### src/rtl/buzz_seq_pkg.sv
package buzz_seq_pkg;

  // Clock cycles per half period of the tone.
  function automatic int unsigned tone_half_cycles(int unsigned clk_hz, int unsigned tone_hz);
    return clk_hz / (2 * tone_hz);
  endfunction

  // Clock cycles per pattern step: the window divided evenly over the steps.
  function automatic int unsigned step_cycles(int unsigned clk_hz, int unsigned window_us,
                                              int unsigned plen);
    longint unsigned prod;
    longint unsigned div;
    prod = 64'(clk_hz) * 64'(window_us);
    div  = 64'd1000000 * 64'(plen);
    return 32'(prod / div);
  endfunction

  // Width needed to count up to and including n.
  function automatic int unsigned count_width(int unsigned n);
    return (n < 2) ? 1 : $clog2(n + 1);
  endfunction

endpackage

### src/rtl/btn_edge_sync.sv
module btn_edge_sync #(
  parameter int unsigned STAGES = 2
) (
  input  logic clk,
  input  logic rst,
  input  logic btn_i,
  output logic rise_o
);
  logic [STAGES-1:0] sync_q;
  logic              last_q;

  generate
    if (STAGES == 1) begin : g_one
      always_ff @(posedge clk) begin
        if (rst) sync_q <= '0;
        else     sync_q <= btn_i;
      end
    end else begin : g_chain
      always_ff @(posedge clk) begin
        if (rst) sync_q <= '0;
        else     sync_q <= {sync_q[STAGES-2:0], btn_i};
      end
    end
  endgenerate

  always_ff @(posedge clk) begin
    if (rst) last_q <= 1'b0;
    else     last_q <= sync_q[STAGES-1];
  end

  assign rise_o = sync_q[STAGES-1] & ~last_q;
endmodule

### src/rtl/pattern_window.sv
module pattern_window #(
  parameter int unsigned PAT_LEN = 14,
  parameter int unsigned STEP    = 62500,
  parameter int unsigned IDX_W   = 4,
  parameter int unsigned STEP_W  = 16
) (
  input  logic             clk,
  input  logic             rst,
  input  logic             start_i,
  output logic             active_o,
  output logic [IDX_W-1:0] idx_o
);
  logic [STEP_W-1:0] step_q;
  logic              step_end;
  logic              last_step;

  assign step_end  = (step_q == STEP_W'(STEP - 1));
  assign last_step = (idx_o == IDX_W'(PAT_LEN - 1));

  always_ff @(posedge clk) begin
    if (rst) begin
      active_o <= 1'b0;
      idx_o    <= '0;
      step_q   <= '0;
    end else if (!active_o) begin
      step_q <= '0;
      idx_o  <= '0;
      if (start_i) active_o <= 1'b1;
    end else if (step_end) begin
      step_q <= '0;
      if (last_step) begin
        active_o <= 1'b0;
        idx_o    <= '0;
      end else begin
        idx_o <= idx_o + 1'b1;
      end
    end else begin
      step_q <= step_q + 1'b1;
    end
  end
endmodule

### src/rtl/tone_divider.sv
module tone_divider #(
  parameter int unsigned HALF   = 200,
  parameter int unsigned HALF_W = 8
) (
  input  logic clk,
  input  logic rst,
  input  logic run_i,
  output logic phase_o
);
  logic [HALF_W-1:0] cnt_q;
  logic              wrap;

  assign wrap = (cnt_q == HALF_W'(HALF - 1));

  always_ff @(posedge clk) begin
    if (rst || !run_i) begin
      cnt_q   <= '0;
      phase_o <= 1'b0;
    end else if (wrap) begin
      cnt_q   <= '0;
      phase_o <= ~phase_o;
    end else begin
      cnt_q <= cnt_q + 1'b1;
    end
  end
endmodule

### src/rtl/buzz_pattern_seq.sv
module buzz_pattern_seq
  import buzz_seq_pkg::*;
#(
  parameter int unsigned      CLK_HZ      = 1_000_000,
  parameter int unsigned      TONE_HZ     = 2500,
  parameter int unsigned      WINDOW_US   = 875_000,
  parameter int unsigned      PAT_LEN     = 14,
  parameter logic [PAT_LEN-1:0] PATTERN   = 14'b11010110101010,
  parameter int unsigned      SYNC_STAGES = 2
) (
  input  logic clk,
  input  logic rst,
  input  logic btn_i,
  input  logic pwr_ok_i,
  input  logic ocp_i,
  output logic tone_o,
  output logic bridge_en_o,
  output logic sleep_o,
  output logic win_en_o
);
  localparam int unsigned HALF       = tone_half_cycles(CLK_HZ, TONE_HZ);
  localparam int unsigned STEP       = step_cycles(CLK_HZ, WINDOW_US, PAT_LEN);
  localparam int unsigned WIN_CYCLES = STEP * PAT_LEN;
  localparam int unsigned IDX_W      = $clog2(PAT_LEN);
  localparam int unsigned STEP_W     = count_width(STEP);
  localparam int unsigned HALF_W     = count_width(HALF);

  // Named internal events, visible to the bound checker.
  logic             btn_rise;
  logic             start_evt;
  logic             active;
  logic [IDX_W-1:0] step_idx;
  logic             tone_q;
  logic             pat_bit;

  btn_edge_sync #(.STAGES(SYNC_STAGES)) u_sync (
    .clk    (clk),
    .rst    (rst),
    .btn_i  (btn_i),
    .rise_o (btn_rise)
  );

  assign start_evt = btn_rise & pwr_ok_i & ~active;

  pattern_window #(
    .PAT_LEN (PAT_LEN),
    .STEP    (STEP),
    .IDX_W   (IDX_W),
    .STEP_W  (STEP_W)
  ) u_win (
    .clk      (clk),
    .rst      (rst),
    .start_i  (start_evt),
    .active_o (active),
    .idx_o    (step_idx)
  );

  tone_divider #(
    .HALF   (HALF),
    .HALF_W (HALF_W)
  ) u_tone (
    .clk     (clk),
    .rst     (rst),
    .run_i   (active),
    .phase_o (tone_q)
  );

  assign pat_bit     = PATTERN[step_idx];
  assign win_en_o    = active;
  assign sleep_o     = ~active;
  assign tone_o      = active & tone_q;
  assign bridge_en_o = active & pat_bit & ~ocp_i;
endmodule

### config.mk
export PLATFORM = sky130hd
export DESIGN_NAME = buzz_pattern_seq
export DESIGN_NICKNAME = d
export VERILOG_FILES = /design/src/rtl/buzz_seq_pkg.sv /design/src/rtl/btn_edge_sync.sv /design/src/rtl/pattern_window.sv /design/src/rtl/tone_divider.sv /design/src/rtl/buzz_pattern_seq.sv
export SDC_FILE = /design/constraint.sdc
export NUM_CORES = 1
export LEC_CHECK = 0
export BUFFER_PORTS_ARGS = -buffer_cell sky130_fd_sc_hd__buf_2
export CAP_MARGIN = 20
export CORE_MARGIN = 5
export CORE_UTILIZATION = 62
export CTS_CLUSTER_SIZE = 30
export DETAILED_ROUTE_END_ITERATION = 8
export PLACE_DENSITY = 0.87
export SLEW_MARGIN = 20
export SYNTH_ARGS = -nofsm -noshare
export SYNTH_HDL_FRONTEND = slang
export SYNTH_SLANG_ARGS = --single-unit
### constraint.sdc
create_clock -name clk -period 4 [get_ports clk]
set_input_delay 0.4 -clock clk [delete_from_list [all_inputs] [get_ports clk]]
set_output_delay 0.4 -clock clk [all_outputs]
set_load 0.1 [all_outputs]
==> impl_metrics.tcl, run 1 <==
set metrics [dict create \
    finalCritPeriodShare 0.445 \
    cts_sinks 34 \
    cp_cell_sequence "ha_1 > and4bb_1 > and4_1 > nand3_1 > o32a_1" \
    p_leak_nw 0.555 \
    crit_path_max_fanout 6 \
    rows 18 \
    status "complete, no violations" \
    p_sw_frac 0.208 \
    drt_first_pass_iters 4 \
    nNetsFinal 187 \
    power.switching_mw 0.122 \
    synth_nets 177 \
    cp.required_ns 4.23 \
    p_seq_frac 0.583 \
    num_io_pins 9 \
    rr_worst_depth 5 \
    finalHoldViolCount 0 \
    routed_wire_length_per_instance_um 13.8 \
    post-cts-setup-buffers 0 \
    pwr-share-clk 0.395 \
    dieArea_mm2 0.00359 \
    cap_viol_max_count 0 \
    ant_nets 0 \
    clkTransAtPathRegs_ns 0.10 \
    p_comb_frac 0.022 \
    yosysSeqAreaShare 0.441 \
    globalplace.congestion 0.890 \
    antenna_found_initial 0 \
    hold_start "btn_i" \
    die_y_um 59.9 \
    drcViolationCount 0 \
    routed_wl_um 2910 \
    dp_slack_ns 2.26 \
    clock_path_buffers 2 \
    worst_slew_pin_slew_ns 0.495 \
    power_mw 0.586 \
    arrival_ns 2.01 \
    drive_gt1_frac 0.122 \
    postSynthCellCount 170 \
    min_path_type "in -> reg" \
    syn_area_mm2 0.00154 \
    antenna-diode-count 0 \
    die_w_um 59.9 \
    cts_tree "done" \
    start_util 0.634 \
    rsz0062_at_grt "no" \
    fin_crit_ns 1.78 \
    num_vias 1222 \
    skew_ns 0.00514 \
    fillers 196 \
    yosysWarnings 0 \
    drv_slew 0 \
    vias_per_cell 5.79 \
    vdd_ir_drop_max_v 0.000260 \
    slew-limit-headroom 0.669 \
    drtIter0Drc 74 \
    synth_area_leaders "dfxtp_1 (44%), nor2_1 (6.1%), xor2_1 (5.7%), xnor2_1 (4.5%), nand3_1 (3.6%)" \
    grt_pass1_vias 1153 \
    p_int_mw 0.464 \
    overflow 0 \
    core_mm2 0.00243 \
    timing.fmax_mhz 562 \
    critPathMaxStageDelay_ns 0.36 \
    critPathKind "reg -> reg" \
    cp-end-kind "flop" \
    cts_max_level 2 \
    portBuffers 8 \
    dp_hpwl_um 2090 \
    cts_root_buf "clkbuf_4" \
    hold_depth 2 \
    reg2reg_slack_ns 2.22 \
    whs_endpoint "u_sync.sync_q[0]" \
    grt_use_total 0.197 \
    cp_slowest_cell "dfxtp_1" \
    grt_max_degree 16 \
    cts_hold_buf 0 \
    final_common_cell "dfxtp_1" \
    grt_pass1_wl_um 5170 \
    finalSetupViolCount 0 \
    synth_top_area_frac 0.441 \
    worstReg2RegEnd "u_win.active_o" \
    synth-seq-cells 34 \
    cp-start-kind "flop" \
    post-synth-top-area-cell "dfxtp_1" \
    numCtsBuffers 5 \
    layout_common_cells "dfxtp_1 (34), nor2_1 (25), nand3_1 (11), nand2_1 (11), xor2_1 (10)" \
    ctsResizeCount 0 \
    syn_area_per_cell_um2 9.07 \
    worstReg2RegStart "u_win.step_q[0]" \
    power.density_mw_per_mm2 349 \
    syn_to_final_growth_pct 8.68 \
    layout_setup_ws_ns 2.22 \
    clkLatencyLatePin_ns 0.34 \
    ys_types 39 \
    setup_tns_ns 0 \
]
-- power groups by stage --
stage	Clock, mW	Sequential [mW]	Combinational, mW
finish	0.232	0.341	0.0127
detailed placement	0	0.349	0.0128
CTS	0.240	0.341	0.0128
global route	0.253	0.342	0.0140
floorplan	0	0.352	0.00643
global placement	0	0.349	0.0124
-- Yosys cell counts (all sizes together) --
library cell  instances
o32a                  1
dfxtp                34
nand4b                1
and3                  6
and2                  2
ha                    2
nor3                  2
or4                   3
nor2b                 3
and4bb                1
nand2b                2
clkbuf                1
nand4                 6
nor4b                 2
xnor2                 8
nor2                 25
nor3b                 1
xor2                 10
a2111oi               1
inv                   3
o31ai                 4
nand3                13
nor4                  4
and4                  2
and4b                 2
o21ai                 3
nand3b                1
and3b                 1
nand2                12
mux2                  1
or3                   1
mux2i                 1
a21oi                 7
buf                   4
-- through the flow --
| stage | util | hold WS [ns] | instances | instance area, um^2 |
|---|---|---|---|---|
| CTS | 0.689 | 0.246 | 211 | 1680 |
| global placement | 0.657 | 0.416 | 203 | 1600 |
| floorplan | - | 0.413 | 170 | 1540 |
| global route | 0.689 | 0.291 | 211 | 1680 |
| finish | 0.689 | 0.268 | 211 | 1680 |
| detailed placement | 0.657 | 0.428 | 203 | 1600 |
-- registers in the layout (all words and copies together), names as in the netlist --
signal	count
u_win.step_q	16
u_tone.cnt_q	8
u_win.idx_o	4
u_sync.sync_q	2
pat_bit	1
u_sync.last_q	1
u_tone.phase_o	1
u_win.active_o	1
-- worst max-delay path by stage --
stage	startpoint	slack (ns)	cells after the start	to
after floorplan	u_win.active_o	1.23	2	bridge_en_o
after global placement	u_win.step_q[0]	2.35	5	u_win.active_o
after detailed placement	u_win.step_q[0]	2.26	5	u_win.step_q[4]
after CTS	u_win.active_o	2.24	2	tone_o
after global routing	u_win.step_q[0]	2.09	5	u_win.active_o
final	u_win.step_q[0]	2.22	5	u_win.active_o
-- worst max-delay path: cells and delay by family, from the launching register on --
kind,cells,cell delay [ns]
AND/OR/NAND/NOR,3,0.67
flip-flops,1,0.36
AO/OA/AOI/OAI,1,0.36
adder cells (fa/ha/maj),1,0.28
-- area by class of cell --
class                      instances  area (um^2)  area share
clock buffer                       8         78.8      0.0470
timing repair buffer               8         40.0      0.0239
sequential                        34          681       0.406
tap                               30         37.5      0.0224
inverter                           3         11.3     0.00672
multi-input combinational        128          828       0.494
-- metal layers --
layer	part of all wire	GRT usage	up-vias
met4	0.030	0.114	0
met2	0.48	0.292	24
met3	0.042	0.0670	8
li1	-	-	625
met1	0.45	0.246	565
met5	0	0	-
-- logic make-up after synthesis --
logic type | after synthesis | share of synthesized area
flops | 34 | 0.441
buf+inv | 8 | 0.0219
mux | 2 | 0.0138
fa+ha+maj | 2 | 0.0162
xor+xnor | 18 | 0.102
compound gates | 16 | 0.0641
simple gates | 90 | 0.341
(Power assumes the default switching activity.)
==> run 2, diff against run 1 <==
CORE_UTILIZATION = 53   (was 62)
PLACE_DENSITY = 0.8   (was 0.87)
clock period = 1.5 ns   (was 4 ns; I/O delays follow)
==> impl_metrics.tcl, run 2 (synthesized netlist as in run 1, its figures left out) <==
set metrics [dict create \
    status "finished with violations" \
    violations "setup timing" \
    setup_tns_ns -0.497 \
    drt_first_pass_iters 4 \
    dieArea_mm2 0.00409 \
    place_area_mm2 0.00176 \
    drv_slew 0 \
    crit_path_max_fanout 4 \
    layout_common_cells "dfxtp_1 (25), buf_4 (22), nor2_1 (14)" \
    die_w_um 64.0 \
    regMostFlops "u_win.step_q" \
    fin_crit_ns 1.60 \
    finalSetupViolCount 18 \
    routed_wl_um 4220 \
    worst_slew_pin_slew_ns 0.496 \
    p_leak_nw 0.694 \
    power.density_mw_per_mm2 721 \
    dp_hpwl_um 2280 \
    layout.cells.non_filler 237 \
    drcViolationCount 0 \
    rows 19 \
    min_path_type "in -> reg" \
    post-place-cells 221 \
    antenna-diode-count 0 \
    largest_reg_flops 16 \
    core_mm2 0.00278 \
    ant_nets 0 \
    globalplace.congestion 0.835 \
    die_y_um 64.0 \
    grt_pass1_vias 1316 \
    clkTransAtPathRegs_ns 0.12 \
    vias_per_cell 6.07 \
    grt_use_total 0.189 \
    cap_viol_max_count 0 \
    clkLatencyLatePin_ns 0.35 \
    grt_max_degree 16 \
    whs_ns 0.0211 \
    finalCritPeriodShare 1.07 \
    num_io_pins 9 \
    slew-limit-headroom 0.672 \
    final_util 0.749 \
    skew_ns 0.0166 \
    finalHoldViolCount 0 \
    portBuffers 8 \
    num_vias 1439 \
    reg_top3 "u_win.step_q (16), u_tone.cnt_q (8), u_win.idx_o (4)" \
    cts_root_buf "clkbuf_4" \
    clock_path_buffers 2 \
    numCtsBuffers 5 \
    rsz0062_at_grt "yes" \
    grt_pass1_wl_um 5980 \
    cts_sinks 34 \
    cp-end-kind "flop" \
    drive_gt1_frac 0.432 \
    timing.fmax_mhz 625 \
    cts_tree "done" \
    final_common_cell "dfxtp_1" \
    drtIter0Drc 118 \
    layout_setup_ws_ns -0.101 \
    nNetsFinal 212 \
    cts_max_level 2 \
    fillers 171 \
    vdd_ir_drop_max_v 0.000790 \
    overflow 0 \
    antenna_found_initial 0 \
    arrival_ns 1.86 \
    cp.required_ns 1.76 \
    syn_to_final_growth_pct 35.0 \
    final_cell_area_mm2 0.00208 \
    start_util 0.555 \
    cp-start-kind "flop" \
    critPathKind "reg -> reg" \
    routed_wire_length_per_instance_um 17.8 \
]
run 2: worst paths after layout:
path	start	endpoint	slack [ns]	depth (start not counted)
setup / recovery	u_win.step_q[4]	pat_bit	-0.10	5
hold / removal	rst	u_sync.sync_q[1]	0.02	2
setup reg to reg	u_win.step_q[4]	pat_bit	-0.10	5
hold reg to reg	u_tone.cnt_q[0]	u_tone.cnt_q[0]	0.45	1
run 2: final cells by class:
cell class / instances / area (um^2) / area share
multi-input combinational: 129 / 1030 / 0.495
sequential: 34 / 699 / 0.336
timing repair buffer: 32 / 235 / 0.113
clock buffer: 6 / 51.3 / 0.0246
tap: 31 / 38.8 / 0.0186
inverter: 3 / 15.0 / 0.00721
clock inverter: 2 / 12.5 / 0.00601
run 2: repair_timing:
action                     4_1_cts  5_1_grt
hold endpoints to repair         1        0
gates cloned                     0        1
setup endpoints to repair        7       28
pin swaps                        3        6
setup buffers                    2        4
hold buffers                     1        0
resized for setup               16       38
run 2: power by group:
part | switching [mW] | internal [mW]
registers | 0.00374 | 0.903
logic | 0.0322 | 0.0144
clock network | 0.323 | 0.225
total | 0.359 | 1.14
run 2: layer usage:
| metal | vias up | wire, um | track usage |
|---|---|---|---|
| met5 | - | 0 | 0 |
| met3 | 16 | 260 | 0.0718 |
| met2 | 56 | 2140 | 0.313 |
| li1 | 680 | - | - |
| met1 | 687 | 1690 | 0.208 |
| met4 | 0 | 123 | 0.0987 |
run 2: critical path, cell delays in order (launching register included):
cell     delay, ns
dfxtp_4       0.38
nor4b_4       0.31
nand4_1       0.16
buf_6         0.17
mux2_4        0.30
nor4_2        0.20
run 2: through the flow:
step | setup WS [ns] | power [mW]
6_report | -0.101 | 1.50
4_1_cts | -0.0671 | 1.51
3_3_place_gp | -0.0320 | 0.968
3_5_place_dp | -0.117 | 0.969
5_1_grt | -0.155 | 1.57
2_1_floorplan | -0.268 | 0.957
